===== config.mk =====
export PLATFORM = sky130hd
export DESIGN_NAME = irqd_bank
export DESIGN_NICKNAME = d
export VERILOG_FILES = /design/src/rtl/irqd_pkg.sv /design/src/rtl/irqd_decode.sv /design/src/rtl/irqd_line.sv /design/src/rtl/irqd_rdmux.sv /design/src/rtl/irqd_bank.sv
export SDC_FILE = /design/constraint.sdc
export NUM_CORES = 2
export LEC_CHECK = 0
export ABC_AREA = 1
export BUFFER_PORTS_ARGS = -buffer_cell sky130_fd_sc_hd__buf_2
export CORE_MARGIN = 5
export CORE_UTILIZATION = 54
export DETAILED_ROUTE_END_ITERATION = 12
export MAX_ROUTING_LAYER = met4
export PLACE_DENSITY_LB_ADDON = 0.05
export SYNTH_ARGS = -nofsm -noshare
export SYNTH_HDL_FRONTEND = slang
export SYNTH_HIERARCHICAL = 1
export SYNTH_SLANG_ARGS = --single-unit

===== constraint.sdc =====
create_clock -name clk -period 1.85 [get_ports clk]
set_input_delay 0.0925 -clock clk [delete_from_list [all_inputs] [get_ports clk]]
set_output_delay 0.0925 -clock clk [all_outputs]
set_load 0.005 [all_outputs]

===== src/rtl/irqd_pkg.sv =====
package irqd_pkg;
  localparam int ADDR_W = 8;
  localparam int DATA_W = 32;
  localparam int BE_W   = DATA_W / 8;
  localparam int WORD_W = 6;

  typedef enum logic [3:0] {
    RG_NONE,
    RG_ENA_SET,
    RG_ENA_CLR,
    RG_PND_SET,
    RG_PND_CLR,
    RG_ACT_SET,
    RG_ACT_CLR,
    RG_PRIO,
    RG_CFG,
    RG_LVL
  } region_e;
endpackage


===== src/rtl/irqd_decode.sv =====
module irqd_decode
  import irqd_pkg::*;
(
  input  logic [ADDR_W-1:0] addr,
  output region_e           region,
  output logic [WORD_W-1:0] word
);
  always_comb begin
    region = RG_NONE;
    word   = '0;
    if (addr[7:6] == 2'b00) begin
      word = {3'b000, addr[2:0]};
      case (addr[5:3])
        3'd0:    region = RG_ENA_SET;
        3'd1:    region = RG_ENA_CLR;
        3'd2:    region = RG_PND_SET;
        3'd3:    region = RG_PND_CLR;
        3'd4:    region = RG_ACT_SET;
        3'd5:    region = RG_ACT_CLR;
        default: region = RG_NONE;
      endcase
    end else if (addr[7:6] == 2'b01) begin
      region = RG_PRIO;
      word   = addr[5:0];
    end else if (addr[7:4] == 4'h8) begin
      region = RG_CFG;
      word   = {2'b00, addr[3:0]};
    end else if (addr[7:3] == 5'b10010) begin
      region = RG_LVL;
      word   = {3'b000, addr[2:0]};
    end
  end
endmodule


===== src/rtl/irqd_line.sv =====
module irqd_line #(
  parameter int PRIO_BITS  = 5,
  parameter bit CFG_LOCKED = 1'b0,
  parameter bit LVL_LOCKED = 1'b0
) (
  input  logic                 clk,
  input  logic                 rst_n,
  input  logic                 set_ena,
  input  logic                 clr_ena,
  input  logic                 set_pnd,
  input  logic                 clr_pnd,
  input  logic                 set_act,
  input  logic                 clr_act,
  input  logic                 prio_we,
  input  logic [PRIO_BITS-1:0] prio_in,
  input  logic                 cfg_we,
  input  logic                 cfg_edge_in,
  input  logic                 lvl_we,
  input  logic                 lvl_in,
  output logic                 ena,
  output logic                 act,
  output logic                 edge_trig,
  output logic                 lvl,
  output logic                 pend_eff,
  output logic [PRIO_BITS-1:0] prio
);
  logic                 ena_q, ena_d;
  logic                 pnd_q, pnd_d;
  logic                 act_q, act_d;
  logic                 edge_q, edge_d;
  logic                 lvl_q, lvl_d;
  logic [PRIO_BITS-1:0] prio_q, prio_d;

  always_comb begin
    ena_d  = ena_q;
    pnd_d  = pnd_q;
    act_d  = act_q;
    edge_d = edge_q;
    lvl_d  = lvl_q;
    prio_d = prio_q;
    if (set_ena)      ena_d = 1'b1;
    else if (clr_ena) ena_d = 1'b0;
    if (set_pnd)      pnd_d = 1'b1;
    else if (clr_pnd) pnd_d = 1'b0;
    if (set_act)      act_d = 1'b1;
    else if (clr_act) act_d = 1'b0;
    if (prio_we)      prio_d = prio_in;
    if (cfg_we && !CFG_LOCKED) edge_d = cfg_edge_in;
    if (lvl_we && !LVL_LOCKED) lvl_d  = lvl_in;
  end

  always_ff @(posedge clk or negedge rst_n) begin
    if (!rst_n) begin
      ena_q  <= 1'b0;
      pnd_q  <= 1'b0;
      act_q  <= 1'b0;
      edge_q <= 1'b0;
      lvl_q  <= 1'b0;
      prio_q <= '0;
    end else begin
      ena_q  <= ena_d;
      pnd_q  <= pnd_d;
      act_q  <= act_d;
      edge_q <= edge_d;
      lvl_q  <= lvl_d;
      prio_q <= prio_d;
    end
  end

  assign ena       = ena_q;
  assign act       = act_q;
  assign edge_trig = edge_q;
  assign lvl       = lvl_q;
  assign prio      = prio_q;
  assign pend_eff  = pnd_q | (~edge_q & lvl_q);

  assert_set_ena_R2: assert property (@(posedge clk) disable iff (!rst_n)
    set_ena |=> ena_q);
  assert_clr_ena_R2: assert property (@(posedge clk) disable iff (!rst_n)
    (clr_ena && !set_ena) |=> !ena_q);
  assert_set_act_R4: assert property (@(posedge clk) disable iff (!rst_n)
    set_act |=> act_q);
  assert_clr_act_R4: assert property (@(posedge clk) disable iff (!rst_n)
    (clr_act && !set_act) |=> !act_q);

  generate
    if (CFG_LOCKED) begin : g_cfg_lock
      assert_cfg_locked_R6: assert property (@(posedge clk) disable iff (!rst_n)
        cfg_we |=> !edge_q);
    end
    if (LVL_LOCKED) begin : g_lvl_lock
      assert_lvl_skipped_R7: assert property (@(posedge clk) disable iff (!rst_n)
        lvl_we |=> !lvl_q);
    end
  endgenerate
endmodule


===== src/rtl/irqd_rdmux.sv =====
module irqd_rdmux
  import irqd_pkg::*;
#(
  parameter int NUM_IRQ   = 96,
  parameter int NUM_SGI   = 16,
  parameter int PRIO_BITS = 5
) (
  input  region_e                        region,
  input  logic [WORD_W-1:0]              word,
  input  logic [NUM_IRQ-1:0]             ena_v,
  input  logic [NUM_IRQ-1:0]             pend_v,
  input  logic [NUM_IRQ-1:0]             act_v,
  input  logic [NUM_IRQ-1:0]             edge_v,
  input  logic [NUM_IRQ-1:0]             lvl_v,
  input  logic [NUM_IRQ*PRIO_BITS-1:0]   prio_flat,
  output logic [DATA_W-1:0]              rd_word
);
  localparam int PAD = 8 - PRIO_BITS;

  always_comb begin
    rd_word = '0;
    case (region)
      RG_ENA_SET, RG_ENA_CLR: begin
        for (int b = 0; b < 32; b++) begin
          if (int'(word) * 32 + b < NUM_IRQ) rd_word[b] = ena_v[int'(word) * 32 + b];
        end
      end
      RG_PND_SET, RG_PND_CLR: begin
        for (int b = 0; b < 32; b++) begin
          if (int'(word) * 32 + b < NUM_IRQ) rd_word[b] = pend_v[int'(word) * 32 + b];
        end
      end
      RG_ACT_SET, RG_ACT_CLR: begin
        for (int b = 0; b < 32; b++) begin
          if (int'(word) * 32 + b < NUM_IRQ) rd_word[b] = act_v[int'(word) * 32 + b];
        end
      end
      RG_PRIO: begin
        for (int l = 0; l < 4; l++) begin
          if (int'(word) * 4 + l < NUM_IRQ)
            rd_word[8*l +: 8] = {prio_flat[(int'(word) * 4 + l) * PRIO_BITS +: PRIO_BITS],
                                 {PAD{1'b0}}};
        end
      end
      RG_CFG: begin
        for (int f = 0; f < 16; f++) begin
          if (int'(word) * 16 + f < NUM_IRQ) rd_word[2*f+1] = edge_v[int'(word) * 16 + f];
        end
      end
      RG_LVL: begin
        for (int b = 0; b < 32; b++) begin
          if ((int'(word) * 32 + b < NUM_IRQ) && (int'(word) * 32 + b >= NUM_SGI))
            rd_word[b] = lvl_v[int'(word) * 32 + b] & ~edge_v[int'(word) * 32 + b];
        end
      end
      default: rd_word = '0;
    endcase
  end
endmodule


===== src/rtl/irqd_bank.sv =====
module irqd_bank
  import irqd_pkg::*;
#(
  parameter int NUM_PRIV   = 32,
  parameter int NUM_SGI    = 16,
  parameter int NUM_SHARED = 64,
  parameter int PRIO_BITS  = 5
) (
  input  logic                           clk,
  input  logic                           rst_n,
  input  logic                           bus_sel,
  input  logic                           bus_we,
  input  logic [7:0]                     bus_addr,
  input  logic [3:0]                     bus_be,
  input  logic [31:0]                    bus_wdata,
  output logic [31:0]                    bus_rdata,
  output logic                           bus_rvalid,
  output logic [NUM_PRIV+NUM_SHARED-1:0] irq_pending_o,
  output logic [NUM_PRIV+NUM_SHARED-1:0] irq_enable_o
);
  localparam int NUM_IRQ = NUM_PRIV + NUM_SHARED;
  localparam int PAD     = 8 - PRIO_BITS;

  region_e             region;
  logic [WORD_W-1:0]   word;
  logic                wr_acc, rd_acc;
  logic [NUM_IRQ-1:0]  ena_v, pend_v, act_v, edge_v, lvl_v;
  logic [NUM_IRQ*PRIO_BITS-1:0] prio_flat;
  logic [DATA_W-1:0]   rd_word;
  logic [DATA_W-1:0]   rdata_q, rdata_d;
  logic                rvalid_q, rvalid_d;

  assign wr_acc = bus_sel & bus_we;
  assign rd_acc = bus_sel & ~bus_we;

  irqd_decode u_decode (
    .addr   (bus_addr),
    .region (region),
    .word   (word)
  );

  generate
    for (genvar i = 0; i < NUM_IRQ; i++) begin : g_line
      localparam int BW = i / 32;
      localparam int BB = i % 32;
      localparam int PW = i / 4;
      localparam int PL = i % 4;
      localparam int CW = i / 16;
      localparam int CB = 2 * (i % 16) + 1;

      logic bit_hit, prio_hit, cfg_hit;
      assign bit_hit  = (word == WORD_W'(BW)) & bus_be[BB/8] & bus_wdata[BB] & wr_acc;
      assign prio_hit = (word == WORD_W'(PW)) & bus_be[PL] & wr_acc & (region == RG_PRIO);
      assign cfg_hit  = (word == WORD_W'(CW)) & bus_be[CB/8] & wr_acc & (region == RG_CFG);

      logic lvl_hit;
      assign lvl_hit = (word == WORD_W'(BW)) & bus_be[BB/8] & wr_acc & (region == RG_LVL);

      irqd_line #(
        .PRIO_BITS  (PRIO_BITS),
        .CFG_LOCKED (i < NUM_PRIV),
        .LVL_LOCKED (i < NUM_SGI)
      ) u_line (
        .clk         (clk),
        .rst_n       (rst_n),
        .set_ena     (bit_hit & (region == RG_ENA_SET)),
        .clr_ena     (bit_hit & (region == RG_ENA_CLR)),
        .set_pnd     (bit_hit & (region == RG_PND_SET)),
        .clr_pnd     (bit_hit & (region == RG_PND_CLR)),
        .set_act     (bit_hit & (region == RG_ACT_SET)),
        .clr_act     (bit_hit & (region == RG_ACT_CLR)),
        .prio_we     (prio_hit),
        .prio_in     (bus_wdata[8*PL+PAD +: PRIO_BITS]),
        .cfg_we      (cfg_hit),
        .cfg_edge_in (bus_wdata[CB]),
        .lvl_we      (lvl_hit),
        .lvl_in      (bus_wdata[BB]),
        .ena         (ena_v[i]),
        .act         (act_v[i]),
        .edge_trig   (edge_v[i]),
        .lvl         (lvl_v[i]),
        .pend_eff    (pend_v[i]),
        .prio        (prio_flat[i*PRIO_BITS +: PRIO_BITS])
      );
    end
  endgenerate

  irqd_rdmux #(
    .NUM_IRQ   (NUM_IRQ),
    .NUM_SGI   (NUM_SGI),
    .PRIO_BITS (PRIO_BITS)
  ) u_rdmux (
    .region    (region),
    .word      (word),
    .ena_v     (ena_v),
    .pend_v    (pend_v),
    .act_v     (act_v),
    .edge_v    (edge_v),
    .lvl_v     (lvl_v),
    .prio_flat (prio_flat),
    .rd_word   (rd_word)
  );

  always_comb begin
    rvalid_d = rd_acc;
    rdata_d  = rdata_q;
    if (rd_acc) rdata_d = rd_word;
  end

  always_ff @(posedge clk or negedge rst_n) begin
    if (!rst_n) begin
      rdata_q  <= '0;
      rvalid_q <= 1'b0;
    end else begin
      rdata_q  <= rdata_d;
      rvalid_q <= rvalid_d;
    end
  end

  assign bus_rdata     = rdata_q;
  assign bus_rvalid    = rvalid_q;
  assign irq_pending_o = pend_v;
  assign irq_enable_o  = ena_v;

  assert_rvalid_R10: assert property (@(posedge clk) disable iff (!rst_n)
    rd_acc |=> bus_rvalid);
  assert_no_rvalid_R10: assert property (@(posedge clk) disable iff (!rst_n)
    !rd_acc |=> !bus_rvalid);
  assert_prio_low_zero_R5: assert property (@(posedge clk) disable iff (!rst_n)
    (rd_acc && region == RG_PRIO) |=>
      ((bus_rdata & {4{{PRIO_BITS{1'b0}}, {PAD{1'b1}}}}) == '0));
  assert_level_pending_R3: assert property (@(posedge clk) disable iff (!rst_n)
    ((lvl_v & ~edge_v & ~irq_pending_o) == '0));
endmodule


# Word level (Yosys, flattened, before mapping)
# Cells that the tools add are included.
# op_classes
n_reduce_logical,326
n_eq_ne,40
muxes,1287
bitwise_logic,1357
magnitude_cmp,132
n_shift,4
mul,4
addsub,49
# ops
cell,count
$shiftx A480 B32 Y5,4
$lt A32 B8 Y1 const B,39
$lt A32 B9 Y1 const B,38
$bmux W1 S7,170
$and A1 B1 Y1,1180
$mux W1,1066
$ge A32 B6 Y1 const B,31
$reduce_bool A2 Y1,288
$add A11 B5 Y12 const B,16
$lt A12 B7 Y1 const B,10
$not A1 Y1,97
$add A11 B4 Y12 const B,8
$lt A12 B8 Y1 const B,8
$mul A32 B4 Y32 const B,3
$pmux W1 S6,16
$add A10 B4 Y11 const B,8
$or A1 B1 Y1,80
$pmux W1 S5,16
$add A11 B3 Y12 const B,4
$eq A6 B4 Y1 const B,8
$eq A6 B5 Y1 const B,8
$add A10 B3 Y11 const B,4
$logic_and A1 B1 Y1,32
$mux W8,4
35 further kinds,61
# word_totals
reg_bits,945
out_inout_bits,225
wordCells,3729

# Logic depth before layout (Yosys ltp)
# logic_depth
depth_word,13
ltp_mapped,22
mapped_depth_nobuf,19

# Cells and area by module
# Netlist, hierarchy kept.
# modules_own_cells
mod,area_per_inst_um2,cells_per_inst,seq_area_each_um2,instances
irqd_line (g_line[32].u_line ...),400.4,50,250.2,64
irqd_rdmux,11554.8,2679,0.0,1
irqd_line (g_line[16].u_line ...),362.8,44,225.2,16
irqd_bank,5441.5,1144,825.8,1
irqd_line (g_line[0].u_line ...),324.1,39,200.2,16
irqd_decode,158.9,34,0.0,1

# Least setup slack after synthesis
# OpenSTA, ideal clock, no wires.
# synth_timing
path_kind,input to register
from,in bus_addr[7]
to,reg g_line[40].u_line.lvl_q
setup_ns,0.117
stages,14
slack_ns,-0.503
required_ns,1.733
path_buffers,1
t_arrival_ns,2.236
cell_sequence,inv_2 -> nor2_4 -> nand2_2 -> nand3_2 -> nand2_1 -> inv_1 -> nand2_1 -> nor2_2 -> buf_2 -> nand2_1 -> nor3_1 -> inv_1 -> nand2_1 -> nand2_1
# synth_between
elab_chain_cells,9
word_cells_on_any_way,17
cone_classes,5 x eq/ne; 8 x mux; 3 x bitwise; 1 x reduce/logical
# synth_lines
element,line,source
"start, declared",irqd_bank.sv:13,"input logic [7:0] bus_addr,"
$eq A5 B5 Y1,irqd_decode.sv:28,end else if (addr[7:3] == 5'b10010) begin
$mux W3,irqd_decode.sv:28,
$mux W6,irqd_decode.sv:25,end else if (addr[7:4] == 4'h8) begin
$mux W6,irqd_decode.sv:22,end else if (addr[7:6] == 2'b01) begin
$mux W6 *,irqd_decode.sv:11,if (addr[7:6] == 2'b00) begin
net word[0],irqd_bank.sv:25,logic [WORD_W-1:0] word;
$eq A6 B1 Y1 *,irqd_bank.sv:57,assign lvl_hit = (word == WORD_W'(BW)) & bus_be[BB/8] & wr_acc & (region == RG_LVL);
$and A1 B1 Y1 * (3 in a row),irqd_bank.sv:57,
net g_line[40].lvl_hit,irqd_bank.sv:56,logic lvl_hit;
"end signal, assigned",irqd_line.sv:65,lvl_q <= lvl_d;
"end, declared",irqd_line.sv:31,"logic lvl_q, lvl_d;"
# The timed path passes the listed nets; every way through them passes the cells marked *.
# A chain may end at the register's enable or synchronous reset.

# Final worst setup path
# layout_timing
from,in bus_addr[3]
to,reg rdata_q[13] (netlist: bus_rdata[13])
# layout_between
word_cells_on_any_way,65
cone_classes,3 x add/sub; 1 x mul; 4 x order compare; 15 x eq/ne; 1 x shift; 34 x mux; 2 x bitwise; 5 x reduce/logical
# layout_rtl
element,line,source
$eq A3 B3 Y1 (tied with other cells),irqd_decode.sv:13,case (addr[5:3])
$pmux W3 S6 *,irqd_decode.sv:13,
$mux W4 *,irqd_decode.sv:11,
net region[1],irqd_bank.sv:24,region_e region;
$eq A4 B3 Y1 (tied with other cells),irqd_rdmux.sv:22,case (region)
$reduce_or A2 Y1,irqd_rdmux.sv:22,
$pmux W1 S6 *,irqd_rdmux.sv:22,
net rd_word[13],irqd_bank.sv:29,logic [DATA_W-1:0] rd_word;
"end signal, assigned",irqd_bank.sv:115,rdata_q <= rdata_d;
"end, declared",irqd_bank.sv:30,"logic [DATA_W-1:0] rdata_q, rdata_d;"
# The timed path passes the listed nets; every way through them passes the cells marked *. The select of a mux whose other input is x is not followed.

==> metrics.txt <==
status=completed; ANT nets after route=0; final slew viol count=0; Placed Area=61600 um2; I/O Buffers=272; drt drc=0; fmax=552 MHz; Placement Rows=115; GRT met1 Usage=0.526; fin crit share=0.980; pwr/cell area=772 nW/um2; TritonRoute pass-1 iters=7; DR iter-0 viols=6170; fin cells=10500; Clock Skews=0.0146 ns; leak pwr=34.7 nW; hold crit path type=in -> reg; Crit Path Max Fanout=27; Ports=273; first-pass GRT wire length=314 mm; crit path capture type=flop; number of global-route vias before repair=51900; detailed placement HPWL=148 mm; crit path launch type=primary input; maximum VDD drop=0.750 mV; busiest grt layer=met2; WL/cell=19.8 um; fillers=8873; Initial Utilization=0.545; largest net degree at the start of global routing=95; Reg clk slew, reported paths=0.06 ns; Cell Area, Synth=53700 um2; Worst Path Required=2.48 ns; synthesized instance count=8373; GR Util met3=0.0735; worst skew pair latency=0.71 ns; die area=106000 um2; CTS tree=built; initial antenna violation count=2; core area=98600 um2; Die W=325 um; number of buffers created by CTS=106; total gr overflow=0; Synth Warn #=6; Post-Syn Area per Cell=6.42 um2; WHS=0.0693 ns; GRT Overall Usage=0.394; Crit Path Category=in -> reg; CP arrival=2.44 ns; clk root buf=clkbuf_16; H-tree depth=3; vias per cell=5.26; Die H=325 um; cell total after placement=10200; P&R area growth vs syn=22.3%; Max Cap Viol=0; clk sink count=945; vias=55000; Clock Path Buffers=3; worst-margin pin slew=0.885 ns; slew margin rel.=0.408; Routed WL=207 mm; fin area=65700 um2; met2 Resource Use GR=0.580; final number of hold-violating endpoints=0; RSZ-0062 raised after global routing=yes; minimum period implied by the final worst setup slack=1.81 ns; Final Setup Violations=0; Placer Congestion=1.03; Nets=9129; layout cell share with drive strength beyond 1=0.150
==> routing by layer <==
layer  routed length, um  vias up
li1                    -    26100
met1               85000    25700
met2               89700     2653
met3               20100      600
met4               12500        0
met5                   0        -
==> worst max-delay path: stages <==
cell and delay (ns):
buf_2 0.11, inv_2 0.08, nand2_1 0.10, nor2_2 0.13
nor2_1 0.09, nor2_4 0.20, buf_4 0.16, nand2_1 0.10
a21oi_4 0.18, buf_6 0.34, nand2_1 0.15, nand2_1 0.14
nor2_1 0.06, nor2_1 0.17, nor2_1 0.10, nand2_1 0.09
nand2_1 0.06, nand2_1 0.07
==> path summary, 6_finish.rpt <==
kind	from	end	slack, ns	depth (start not counted)
max reg2reg	g_line[55].u_line/edge_trig	bus_rdata[23]	0.06	15
min in group asynchronous	rst_n	g_line[47].u_line/prio[0]	0.17	3
max	bus_addr[3]	bus_rdata[13]	0.04	18
min reg2reg	g_line[27].u_line/pnd_q	g_line[27].u_line/pnd_q	0.47	2
max in group asynchronous	rst_n	g_line[14].u_line/prio[3]	0.40	3
min	bus_be[2]	g_line[22].u_line/ena	0.07	8
==> final cells by class <==
class	count	area [um2]	share of cell area
clock inverter	25	322	0.00489
multi-input combinational	5801	24100	0.367
tap	1287	1610	0.0245
inverter	1307	4940	0.0752
sequential	945	23600	0.360
timing repair buffer	920	7870	0.120
antenna	1	2.50	0.0000381
clock buffer	166	3240	0.0493
==> registers in the layout, summed over array words and instances, names as in the netlist <==
name and flops:
bus_rdata 32, bus_rvalid 1, g_line.u_line/act 96, g_line.u_line/edge_trig 64, g_line.u_line/ena 96, g_line.u_line/lvl 80
g_line.u_line/pnd_q 96, g_line.u_line/prio 480
==> placed cells by master (no fill, tap or decap), drive strengths merged, types with 4 or more instances in the layout <==
cell         count
conb            48
o211ai          38
o21a             7
or2             48
clkbuf         167
o31ai            4
o221ai           5
nor3b            4
clkinv          18
dfrtp          945
nand3b           5
nand4          102
nor2           995
a22oi            5
nor3            25
a21oi           82
nand2         3969
o2111ai          5
dlygate4sd3     36
buf            883
o21ai          137
inv           1306
nand3          314
bufinv           6
==> timing repair <==
action / in CTS / in global routing
buffers inserted: 0 / 3
hold endpoints to repair: 1358 / 0
pin swaps: 0 / 4
setup endpoints to repair: 3 / 362
hold buffers: 36 / 0
cloned: 0 / 1
resized for setup: 5 / 47
==> power by group <==
part | internal (W) | switching, W
clock | 0.0128 | 0.00902
sequential | 0.0212 | 0.000507
combinational | 0.00244 | 0.00479
==> stage by stage <==
| stage | TNS, ns | power (W) | utilization | setup WS, ns |
|---|---|---|---|---|
| floorplan | -24.37 | 0.0249 | - | -0.148 |
| global placement | -430.94 | 0.0289 | 0.625 | -0.695 |
| detailed placement | -473.21 | 0.0290 | 0.625 | -0.764 |
| CTS | 0 | 0.0508 | 0.665 | 0.00173 |
| global route | -0.0706 | 0.0523 | 0.667 | -0.0228 |
| finish | 0 | 0.0508 | 0.667 | 0.0375 |
No activity file was read; power rests on OpenSTA's default activity.
